### config.mk
export PLATFORM = sky130hd
export DESIGN_NAME = flashbus_ctrl
export DESIGN_NICKNAME = d
export VERILOG_FILES = /design/src/rtl/flashbus_pkg.sv /design/src/rtl/flashbus_phase.sv /design/src/rtl/flashbus_op.sv /design/src/rtl/flashbus_ctrl.sv
export SDC_FILE = /design/constraint.sdc
export NUM_CORES = 1
export LEC_CHECK = 0
export BUFFER_PORTS_ARGS = -buffer_cell sky130_fd_sc_hd__buf_2
export CELL_PAD_IN_SITES_DETAIL_PLACEMENT = 1
export CELL_PAD_IN_SITES_GLOBAL_PLACEMENT = 2
export CORE_UTILIZATION = 31
export CTS_CLUSTER_DIAMETER = 120
export DETAILED_ROUTE_END_ITERATION = 10
export GPL_ROUTABILITY_DRIVEN = 0
export GPL_TIMING_DRIVEN = 0
export PLACE_DENSITY_LB_ADDON = 0.1
export SLEW_MARGIN = 10
export SYNTH_ARGS = -nofsm -noshare
export SYNTH_HDL_FRONTEND = slang
export SYNTH_SLANG_ARGS = --single-unit
### constraint.sdc
create_clock -name clk -period 3.1 [get_ports clk]
set_clock_uncertainty 0.15 [all_clocks]
set_input_delay 0.62 -clock clk [delete_from_list [all_inputs] [get_ports clk]]
set_output_delay 0.62 -clock clk [all_outputs]
set_load 0.01 [all_outputs]
### src/rtl/flashbus_pkg.sv
`timescale 1ns/1ps
package flashbus_pkg;

    typedef enum logic [2:0] {
        PH_IDLE,
        PH_WSETUP,
        PH_WPULSE,
        PH_WHOLD,
        PH_WRECOV,
        PH_RACCESS,
        PH_RTURN
    } phase_e;

    typedef enum logic [2:0] {
        OS_IDLE,
        OS_SINGLE,
        OS_SETUP,
        OS_CONFIRM,
        OS_STATCMD,
        OS_POLL,
        OS_ARRAY
    } op_state_e;

    localparam int READY_BIT = 7;

    function automatic int fb_max(input int a, input int b);
        return (a > b) ? a : b;
    endfunction

    // error bits are only meaningful once the ready bit is set
    function automatic logic fb_status_err(input logic [15:0] s);
        return s[READY_BIT] & (s[5] | s[4] | s[3] | s[1]);
    endfunction

endpackage

### src/rtl/flashbus_phase.sv
`timescale 1ns/1ps
module flashbus_phase
    import flashbus_pkg::*;
#(
    parameter int ADDR_W   = 21,
    parameter int CE_SETUP = 2,
    parameter int WE_LOW   = 10,
    parameter int HOLD     = 2,
    parameter int RECOV    = 6,
    parameter int RD_LEN   = 20,
    parameter int TURN     = 10
) (
    input  logic              clk,
    input  logic              rst,
    input  logic              cyc_valid,
    input  logic              cyc_write,
    input  logic [ADDR_W-1:0] cyc_addr,
    input  logic [15:0]       cyc_wdata,
    output logic              cyc_idle,
    output logic              cyc_done,
    output logic [15:0]       cyc_rdata,
    output logic [ADDR_W-1:0] fl_addr,
    output logic              fl_ce_n,
    output logic              fl_oe_n,
    output logic              fl_we_n,
    output logic [15:0]       fl_dq_out,
    output logic              fl_dq_oe,
    input  logic [15:0]       fl_dq_in
);
    localparam int LMAX = fb_max(fb_max(fb_max(CE_SETUP, WE_LOW), fb_max(HOLD, RECOV)),
                                 fb_max(RD_LEN, TURN));
    localparam int CW   = $clog2(LMAX + 1);

    phase_e          ph;
    logic [CW-1:0]   cnt;
    logic [ADDR_W-1:0] addr_q;
    logic [15:0]     wdata_q;
    logic [15:0]     rdata_q;

    always_ff @(posedge clk) begin
        if (rst) begin
            ph      <= PH_IDLE;
            cnt     <= '0;
            addr_q  <= '0;
            wdata_q <= '0;
            rdata_q <= '0;
        end else if (ph == PH_IDLE) begin
            if (cyc_valid) begin
                addr_q  <= cyc_addr;
                wdata_q <= cyc_wdata;
                if (cyc_write) begin
                    ph  <= PH_WSETUP;
                    cnt <= CW'(CE_SETUP - 1);
                end else begin
                    ph  <= PH_RACCESS;
                    cnt <= CW'(RD_LEN - 1);
                end
            end
        end else if (cnt != '0) begin
            cnt <= cnt - 1'b1;
        end else begin
            unique case (ph)
                PH_WSETUP:  begin ph <= PH_WPULSE; cnt <= CW'(WE_LOW - 1); end
                PH_WPULSE:  begin ph <= PH_WHOLD;  cnt <= CW'(HOLD - 1);   end
                PH_WHOLD:   begin ph <= PH_WRECOV; cnt <= CW'(RECOV - 1);  end
                PH_RACCESS: begin
                    rdata_q <= fl_dq_in;
                    ph      <= PH_RTURN;
                    cnt     <= CW'(TURN - 1);
                end
                default:    ph <= PH_IDLE;
            endcase
        end
    end

    assign cyc_idle  = (ph == PH_IDLE);
    assign cyc_done  = (cnt == '0) && ((ph == PH_WRECOV) || (ph == PH_RTURN));
    assign cyc_rdata = rdata_q;
    assign fl_addr   = addr_q;
    assign fl_dq_out = wdata_q;
    assign fl_ce_n   = !((ph == PH_WSETUP) || (ph == PH_WPULSE) ||
                         (ph == PH_WHOLD)  || (ph == PH_RACCESS));
    assign fl_oe_n   = (ph != PH_RACCESS);
    assign fl_we_n   = (ph != PH_WPULSE);
    assign fl_dq_oe  = (ph == PH_WPULSE) || (ph == PH_WHOLD);

endmodule

### src/rtl/flashbus_op.sv
`timescale 1ns/1ps
module flashbus_op
    import flashbus_pkg::*;
#(
    parameter int          ADDR_W     = 21,
    parameter int          POLL_LIMIT = 1000,
    parameter logic [7:0]  STATUS_CMD = 8'h70,
    parameter logic [7:0]  ARRAY_CMD  = 8'hFF
) (
    input  logic              clk,
    input  logic              rst,
    input  logic              req_valid,
    output logic              req_ready,
    input  logic              req_op,
    input  logic              req_write,
    input  logic [ADDR_W-1:0] req_addr,
    input  logic [15:0]       req_wdata,
    input  logic [7:0]        req_cmd,
    output logic              rsp_valid,
    output logic [15:0]       rsp_rdata,
    output logic              rsp_fail,
    output logic              rsp_timeout,
    output logic              cyc_valid,
    output logic              cyc_write,
    output logic [ADDR_W-1:0] cyc_addr,
    output logic [15:0]       cyc_wdata,
    input  logic              cyc_idle,
    input  logic              cyc_done,
    input  logic [15:0]       cyc_rdata
);
    localparam int PW = $clog2(POLL_LIMIT + 1);

    op_state_e         st;
    logic              issued;
    logic              single_wr;
    logic [ADDR_W-1:0] addr_q;
    logic [15:0]       wdata_q;
    logic [7:0]        cmd_q;
    logic [15:0]       status_q;
    logic              tmo_q;
    logic [PW-1:0]     polls;

    assign req_ready = (st == OS_IDLE);
    assign cyc_valid = (st != OS_IDLE) && !issued && cyc_idle;
    assign cyc_addr  = addr_q;
    assign cyc_write = !((st == OS_POLL) || ((st == OS_SINGLE) && !single_wr));

    always_comb begin
        unique case (st)
            OS_SETUP:   cyc_wdata = {8'h00, cmd_q};
            OS_STATCMD: cyc_wdata = {8'h00, STATUS_CMD};
            OS_ARRAY:   cyc_wdata = {8'h00, ARRAY_CMD};
            OS_CONFIRM,
            OS_SINGLE:  cyc_wdata = wdata_q;
            default:    cyc_wdata = '0;
        endcase
    end

    always_ff @(posedge clk) begin
        if (rst) begin
            st          <= OS_IDLE;
            issued      <= 1'b0;
            single_wr   <= 1'b0;
            addr_q      <= '0;
            wdata_q     <= '0;
            cmd_q       <= '0;
            status_q    <= '0;
            tmo_q       <= 1'b0;
            polls       <= '0;
            rsp_valid   <= 1'b0;
            rsp_rdata   <= '0;
            rsp_fail    <= 1'b0;
            rsp_timeout <= 1'b0;
        end else begin
            rsp_valid <= 1'b0;
            if (cyc_valid) issued <= 1'b1;
            if (st == OS_IDLE) begin
                if (req_valid) begin
                    addr_q    <= req_addr;
                    wdata_q   <= req_wdata;
                    cmd_q     <= req_cmd;
                    single_wr <= req_write;
                    polls     <= '0;
                    tmo_q     <= 1'b0;
                    st        <= req_op ? OS_SETUP : OS_SINGLE;
                end
            end else if (cyc_done) begin
                issued <= 1'b0;
                unique case (st)
                    OS_SINGLE: begin
                        rsp_valid   <= 1'b1;
                        rsp_rdata   <= single_wr ? 16'h0000 : cyc_rdata;
                        rsp_fail    <= 1'b0;
                        rsp_timeout <= 1'b0;
                        st          <= OS_IDLE;
                    end
                    OS_SETUP:   st <= OS_CONFIRM;
                    OS_CONFIRM: st <= OS_STATCMD;
                    OS_STATCMD: st <= OS_POLL;
                    OS_POLL: begin
                        status_q <= cyc_rdata;
                        polls    <= polls + 1'b1;
                        if (cyc_rdata[READY_BIT]) begin
                            st <= OS_ARRAY;
                        end else if (polls == PW'(POLL_LIMIT - 1)) begin
                            tmo_q <= 1'b1;
                            st    <= OS_ARRAY;
                        end
                    end
                    OS_ARRAY: begin
                        rsp_valid   <= 1'b1;
                        rsp_rdata   <= status_q;
                        rsp_fail    <= fb_status_err(status_q);
                        rsp_timeout <= tmo_q;
                        st          <= OS_IDLE;
                    end
                    default: st <= OS_IDLE;
                endcase
            end
        end
    end

endmodule

### src/rtl/flashbus_ctrl.sv
`timescale 1ns/1ps
module flashbus_ctrl
    import flashbus_pkg::*;
#(
    parameter int         ADDR_W     = 21,
    parameter int         P_CE_SETUP = 2,
    parameter int         P_WE_LOW   = 10,
    parameter int         P_WE_HIGH  = 6,
    parameter int         P_HOLD     = 2,
    parameter int         P_WR_CYCLE = 20,
    parameter int         P_ADDR_ACC = 20,
    parameter int         P_CE_ACC   = 20,
    parameter int         P_OE_ACC   = 9,
    parameter int         P_OE_FLOAT = 4,
    parameter int         P_CE_FLOAT = 10,
    parameter int         POLL_LIMIT = 1000,
    parameter logic [7:0] STATUS_CMD = 8'h70,
    parameter logic [7:0] ARRAY_CMD  = 8'hFF
) (
    input  logic              clk,
    input  logic              rst,
    input  logic              req_valid,
    output logic              req_ready,
    input  logic              req_op,
    input  logic              req_write,
    input  logic [ADDR_W-1:0] req_addr,
    input  logic [15:0]       req_wdata,
    input  logic [7:0]        req_cmd,
    output logic              rsp_valid,
    output logic [15:0]       rsp_rdata,
    output logic              rsp_fail,
    output logic              rsp_timeout,
    output logic [ADDR_W-1:0] fl_addr,
    output logic              fl_ce_n,
    output logic              fl_oe_n,
    output logic              fl_we_n,
    output logic [15:0]       fl_dq_out,
    output logic              fl_dq_oe,
    input  logic [15:0]       fl_dq_in
);
    localparam int RD_LEN = fb_max(fb_max(P_ADDR_ACC, P_CE_ACC), P_OE_ACC);
    localparam int TURN   = fb_max(P_OE_FLOAT, P_CE_FLOAT);
    localparam int RECOV  = fb_max(fb_max(P_WE_HIGH - P_HOLD,
                                          P_WR_CYCLE - P_CE_SETUP - P_WE_LOW - P_HOLD), 1);

    logic              cyc_valid, cyc_write, cyc_idle, cyc_done;
    logic [ADDR_W-1:0] cyc_addr;
    logic [15:0]       cyc_wdata, cyc_rdata;

    flashbus_op #(
        .ADDR_W(ADDR_W), .POLL_LIMIT(POLL_LIMIT),
        .STATUS_CMD(STATUS_CMD), .ARRAY_CMD(ARRAY_CMD)
    ) i_op (
        .clk(clk), .rst(rst),
        .req_valid(req_valid), .req_ready(req_ready), .req_op(req_op),
        .req_write(req_write), .req_addr(req_addr), .req_wdata(req_wdata),
        .req_cmd(req_cmd),
        .rsp_valid(rsp_valid), .rsp_rdata(rsp_rdata), .rsp_fail(rsp_fail),
        .rsp_timeout(rsp_timeout),
        .cyc_valid(cyc_valid), .cyc_write(cyc_write), .cyc_addr(cyc_addr),
        .cyc_wdata(cyc_wdata), .cyc_idle(cyc_idle), .cyc_done(cyc_done),
        .cyc_rdata(cyc_rdata)
    );

    flashbus_phase #(
        .ADDR_W(ADDR_W), .CE_SETUP(P_CE_SETUP), .WE_LOW(P_WE_LOW),
        .HOLD(P_HOLD), .RECOV(RECOV), .RD_LEN(RD_LEN), .TURN(TURN)
    ) i_phase (
        .clk(clk), .rst(rst),
        .cyc_valid(cyc_valid), .cyc_write(cyc_write), .cyc_addr(cyc_addr),
        .cyc_wdata(cyc_wdata), .cyc_idle(cyc_idle), .cyc_done(cyc_done),
        .cyc_rdata(cyc_rdata),
        .fl_addr(fl_addr), .fl_ce_n(fl_ce_n), .fl_oe_n(fl_oe_n),
        .fl_we_n(fl_we_n), .fl_dq_out(fl_dq_out), .fl_dq_oe(fl_dq_oe),
        .fl_dq_in(fl_dq_in)
    );

endmodule

; ---- Word level (Yosys, flattened, before mapping)
; Index checks and enable logic that the tools add are counted.
[totals]
inputBits = 66
ff_bits = 157
elab_cells = 121
output_inout_bits = 61
[op_classes]
add_sub_neg = 2
reduce_logical = 37
eq_ne = 20
n_mux = 36
n_bitwise = 8
[ops]
columns = op, count
row1 = $pmux W16 S4, 1
row2 = $mux W10, 4
row3 = $pmux W16 S2, 1
row4 = $mux W3, 9
row5 = $pmux W3 S4, 2
row6 = $mux W5, 4
row7 = $eq A3 B3 Y1 const B, 6
row8 = $mux W16, 1
row9 = $pmux W5 S3, 1
row10 = $reduce_and A3 Y1, 5
row11 = $eq A3 B2 Y1 const B, 4
row12 = $add A10 B1 Y10 const B, 1
row13 = $eq A10 B10 Y1 const B, 1
row14 = $mux W1, 10
row15 = $reduce_bool A5 Y1, 2
row16 = $ne A2 B2 Y1 const B, 4
row17 = $reduce_and A2 Y1, 4
row18 = $reduce_bool A2 Y1, 4
row19 = $eq A3 B1 Y1 const B, 2
row20 = $logic_not A3 Y1, 2
row21 = $logic_or A1 B1 Y1, 6
row22 = $reduce_or A2 Y1, 3
row23 = $logic_not A5 Y1, 1
row24 = $reduce_and A5 Y1, 1
row25 = other kinds (13), 24

; ---- Logic depth before layout (Yosys ltp)
[depth]
word_depth = 6
mapped_depth = 9
ltp_nobuf = 7

; ---- By module
; Synthesis repeated with hierarchy kept, for this count alone.
[unflattened]
cells_unflattened = 800
hier_area_um2 = 6409.9
[modules_own_cells]
columns = module, area_each_um2, instances, seq_area_each_um2, cells_per_inst
row1 = flashbus_op, 4026.4, 1, 1921.8, 507
row2 = flashbus_phase, 2383.5, 1, 1221.2, 293

; ---- Worst setup path before layout
; No wires, ideal clock.
[synth_timing]
kind = register to register
startpoint = register i_phase.cnt[0]
endpoint = register i_op.polls[9]
period_less_slack_ns = 2.507
path_stages_with_launch = 9
t_arrival_ns = 2.286
n_path_buf = 2
path_slack_ns = 0.593
setup_ns = 0.070
required_time_ns = 2.880
path_cell_list = dfxtp_1 -> inv_1 -> ha_1 -> or4b_4 -> buf_6 -> or3_4 -> buf_6 -> or4_1 -> a21oi_1
[synth_between]
elab_chain_cells = 4
[synth_rtl]
columns = element, line_no
row1 = "start, declared", flashbus_phase.sv:35  ; logic [CW-1:0] cnt;
row2 = "start signal, assigned", flashbus_phase.sv:53  ; cnt <= CW'(CE_SETUP - 1);
row3 = "start signal, assigned", flashbus_phase.sv:56  ; cnt <= CW'(RD_LEN - 1);
row4 = "start signal, assigned", flashbus_phase.sv:60  ; cnt <= cnt - 1'b1;
row5 = $logic_not A5 Y1, flashbus_phase.sv:77  ; assign cyc_done = (cnt == '0) && ((ph == PH_WRECOV) || (ph == PH_RTURN));
row6 = $logic_and A1 B1 Y1, flashbus_phase.sv:77
row7 = $reduce_bool A2 Y1 (no source line), -
row8 = $reduce_and A3 Y1 (no source line), -
row9 = "end signal, assigned", flashbus_op.sv:102  ; polls <= polls + 1'b1;
row10 = "end, declared", flashbus_op.sv:41  ; logic [PW-1:0] polls;
; Every way passes these cells.
; A chain may end at the register's enable or synchronous reset.

; ---- Final worst setup path
[layout_timing]
startpoint = register i_phase.cnt[0]
endpoint = register i_op.polls[3]
; Same word-level chain as after synthesis.

==> results by group <==
Yosys
  • Yosys Warn Count: 0
  • Mean post-synth cell area: 7.88 um^2
  • Register area share after synthesis: 50.9%
  • Primary FF master, synth: dfxtp_1
  • Synth unique cells: 49
  • Number of synthesized flops with an enable pin: 0
  • Syn Nets: 851
  • Cell count after synthesis: 783
  • Area of the mapped netlist: 6170 um^2
  • Post-synthesis register bit count: 157
  • Synth async-reset ratio: 0%

Clocking
  • Sinks on Clock Net: 157
  • Clk root buf: clkbuf_16
  • Total setup buffers inserted after CTS: 0
  • Reg clk slew, reported paths: 70 ps
  • H-tree lvl count: 4
  • Skew-Pair Late Insertion Delay: 440 ps
  • Number of buffers created by CTS: 17
  • TritonCTS clock tree: built
  • CTS Buffer Depth: 2

STA
  • Period minus WS final: 2760 ps
  • Final Max Tran Viols: 0
  • WHS: 263 ps
  • Final clock period utilization by the worst path: 89.0%
  • Worst-margin pin slew: 870 ps
  • Slew headroom: 40.5%
  • Max Fclk: 363 MHz
  • Setup Viol. Count Final: 0
  • RSZ-0062 raised after global routing: false
  • Setup TNS: 0 ps
  • Hold Fails Final Rpt: 0

Worst setup path
  • Crit-path max FO: 10
  • CP max-delay cell: o31ai_2
  • CP arrival: 2920 ps
  • Crit end category: flop
  • Crit path cell chain: inv_1 > ha_1 > or4b_4 > buf_6 > o31ai_2 > nand4_1 > xor2_1 > nor2_1
  • Largest stage delay, worst path: 710 ps
  • Startpoint Class: flop
  • Required @ worst endpoint: 3260 ps
  • Reg2Reg Depth: 8
  • R2r setup slk: 340 ps
  • WS Path Type: flop to flop

Global route
  • First-pass GRT wire length: 31.3 mm
  • Largest net degree at the start of global routing: 18
  • Initial antenna violation count: 0
  • Vias in the first global route: 5924
  • Total track usage: 20.1%
  • Gr ovfl total: 0

Placement
  • Post-DP HPWL: 14.5 mm
  • DP Area: 7130 um^2
  • Number of port buffers: 125

Pwr
  • Peak supply drop: 0.440 mV
  • Leakage power: 2.93 nW
  • Pwr per Cell Area: 697 nW/um^2

Floorplanning
  • Core area: 19500 um^2
  • Die ar.: 20500 um^2
  • Rows: 51
  • Initial cell density of the core: 31.7%
  • Top Ports: 127
  • Chip width: 143 um
  • Die Y: 143 um

Hold path
  • Min-Delay Path Class: input port to flop
  • Hold Crit Depth: 3

Run status
  • Outcome: complete, no violations

Job
  • Max Cap Viol: 0

Drt
  • DR vias/cell: 4.87
  • DRT Wirelength: 19.6 mm
  • DR WL/cell: 16.3 um
  • 1st-iter DRT viols: 165
  • Residual DRC: 0
  • ANT nets after route: 0
  • DRT Pass-1 Iters: 4
  • DR vias: 5864

Final layout
  • Antenna Cells: 0
  • Cell area after layout: 7740 um^2
  • Fraction of layout cells with a size suffix above 1: 18.0%
  • Area grow syn2layout: 25.4%
  • Final #Nets: 994
-- cell families after synthesis --
group                    count (synthesis)  share of synthesized area [%]
AND/OR/NAND/NOR                        353                           25.1
XOR/XNOR                                 7                          0.993
buffers and inverters                   66                           4.26
flip-flops                             157                           50.9
multiplexers                             4                          0.649
adder cells (fa/ha/maj)                  2                          0.405
AO/OA/AOI/OAI                          194                           17.7
-- final timing paths --
| kind | startpoint | to |
|---|---|---|
| setup / recovery | i_phase.cnt[0] | i_op.polls[3] |
| hold / removal | req_addr[10] | i_op.cyc_addr[10] |
| setup reg to reg | i_phase.cnt[0] | i_op.polls[3] |
| hold reg to reg | i_op.cyc_addr[13] | i_phase.fl_addr[13] |
-- sequential cells by signal, summed over array words and instances (netlist names), 8 cells and up --
register	flops
i_phase.fl_addr	21
i_op.status_q	16
i_op.polls	10
i_op.rsp_rdata	16
i_op.wdata_q	16
i_op.cyc_addr	21
i_phase.cyc_rdata	16
i_op.cmd_q	8
i_phase.fl_dq_out	16
-- power breakdown --
| part | total, mW | leakage [nW] | internal, mW | switching, mW |
|---|---|---|---|---|
| registers | 2.24 | 1.27 | 2.15 | 0.0936 |
| clock network | 2.12 | 0.286 | 1.15 | 0.969 |
| logic | 1.04 | 1.36 | 0.363 | 0.673 |
| total | 5.39 | 2.93 | 3.66 | 1.74 |
-- synthesized netlist by cell type (5+ instances only) --
cell	count	share of area, %
clkbuf_1	54	3.3
nand3_1	11	0.89
nor3b_1	18	2.2
nor3_1	11	0.89
o21ai_0	11	0.89
nand2_1	226	14
nor2_1	51	3.1
nand4_1	7	0.71
dfxtp_1	157	51
a211oi_1	25	3.0
nand2b_1	7	0.71
a21oi_1	143	12
inv_1	5	0.30
-- cells in the final DEF, fill, tap and decap left out, types with 3 or more instances in the layout --
cell,instances
a21oi_1,143
a311oi_1,3
buf_1,4
inv_1,5
nor3_1,11
clkbuf_1,50
dfxtp_1,157
o21ai_0,11
clkbuf_16,17
buf_2,125
inv_6,6
a211oi_1,25
nand4_1,7
mux2i_1,4
nand3_1,11
or3_1,3
nand2_1,226
clkbuf_2,3
nor2_1,50
nor2b_1,4
nand2b_1,7
inv_8,4
xnor2_1,3
xor2_1,4
nor3b_1,18
-- per-stage QoR --
| stage | total power [mW] | worst slack, ps | util, % | instances |
|---|---|---|---|---|
| after floorplan | 2.94 | 593 | - | 783 |
| after global placement | 3.27 | 13.8 | 36.6 | 1173 |
| after detailed placement | 3.31 | 4.50 | 36.6 | 1173 |
| after CTS | 5.46 | 7.89 | 39.7 | 1205 |
| after global routing | 5.68 | 84.5 | 39.8 | 1204 |
| final | 5.39 | 342 | 39.8 | 1204 |
-- repair_timing --
action	in CTS	in global routing
hold buffers	0	0
setup endpoints to repair	4	49
pin swaps	0	0
gates resized for setup	1	8
-- worst max-delay path: cells and delay by family, from the launching register on --
family,cells,cell delay [ps]
compound gates,1,710
xor+xnor,1,190
fa+ha+maj,1,230
buf+inv,2,250
flops,1,320
simple gates,3,770
-- cell type report --
cell class | count | area (um^2)
clock inverter | 15 | 168
timing repair buffer | 125 | 626
inverter | 6 | 22.5
clock buffer | 17 | 425
tap | 265 | 332
sequential | 157 | 3140
buffer | 59 | 240
multi-input combinational | 560 | 2790
fill | 2413 | 11700
-- routing by layer --
metal / up-vias / global-route usage (%) / routed length, um
met5: - / 0 / 0
met4: 0 / 6.51 / 282
met3: 23 / 5.16 / 853
met2: 111 / 34.2 / 9490
met1: 2801 / 24.4 / 8960
li1: 2929 / - / -
(Power assumes the default switching activity.)
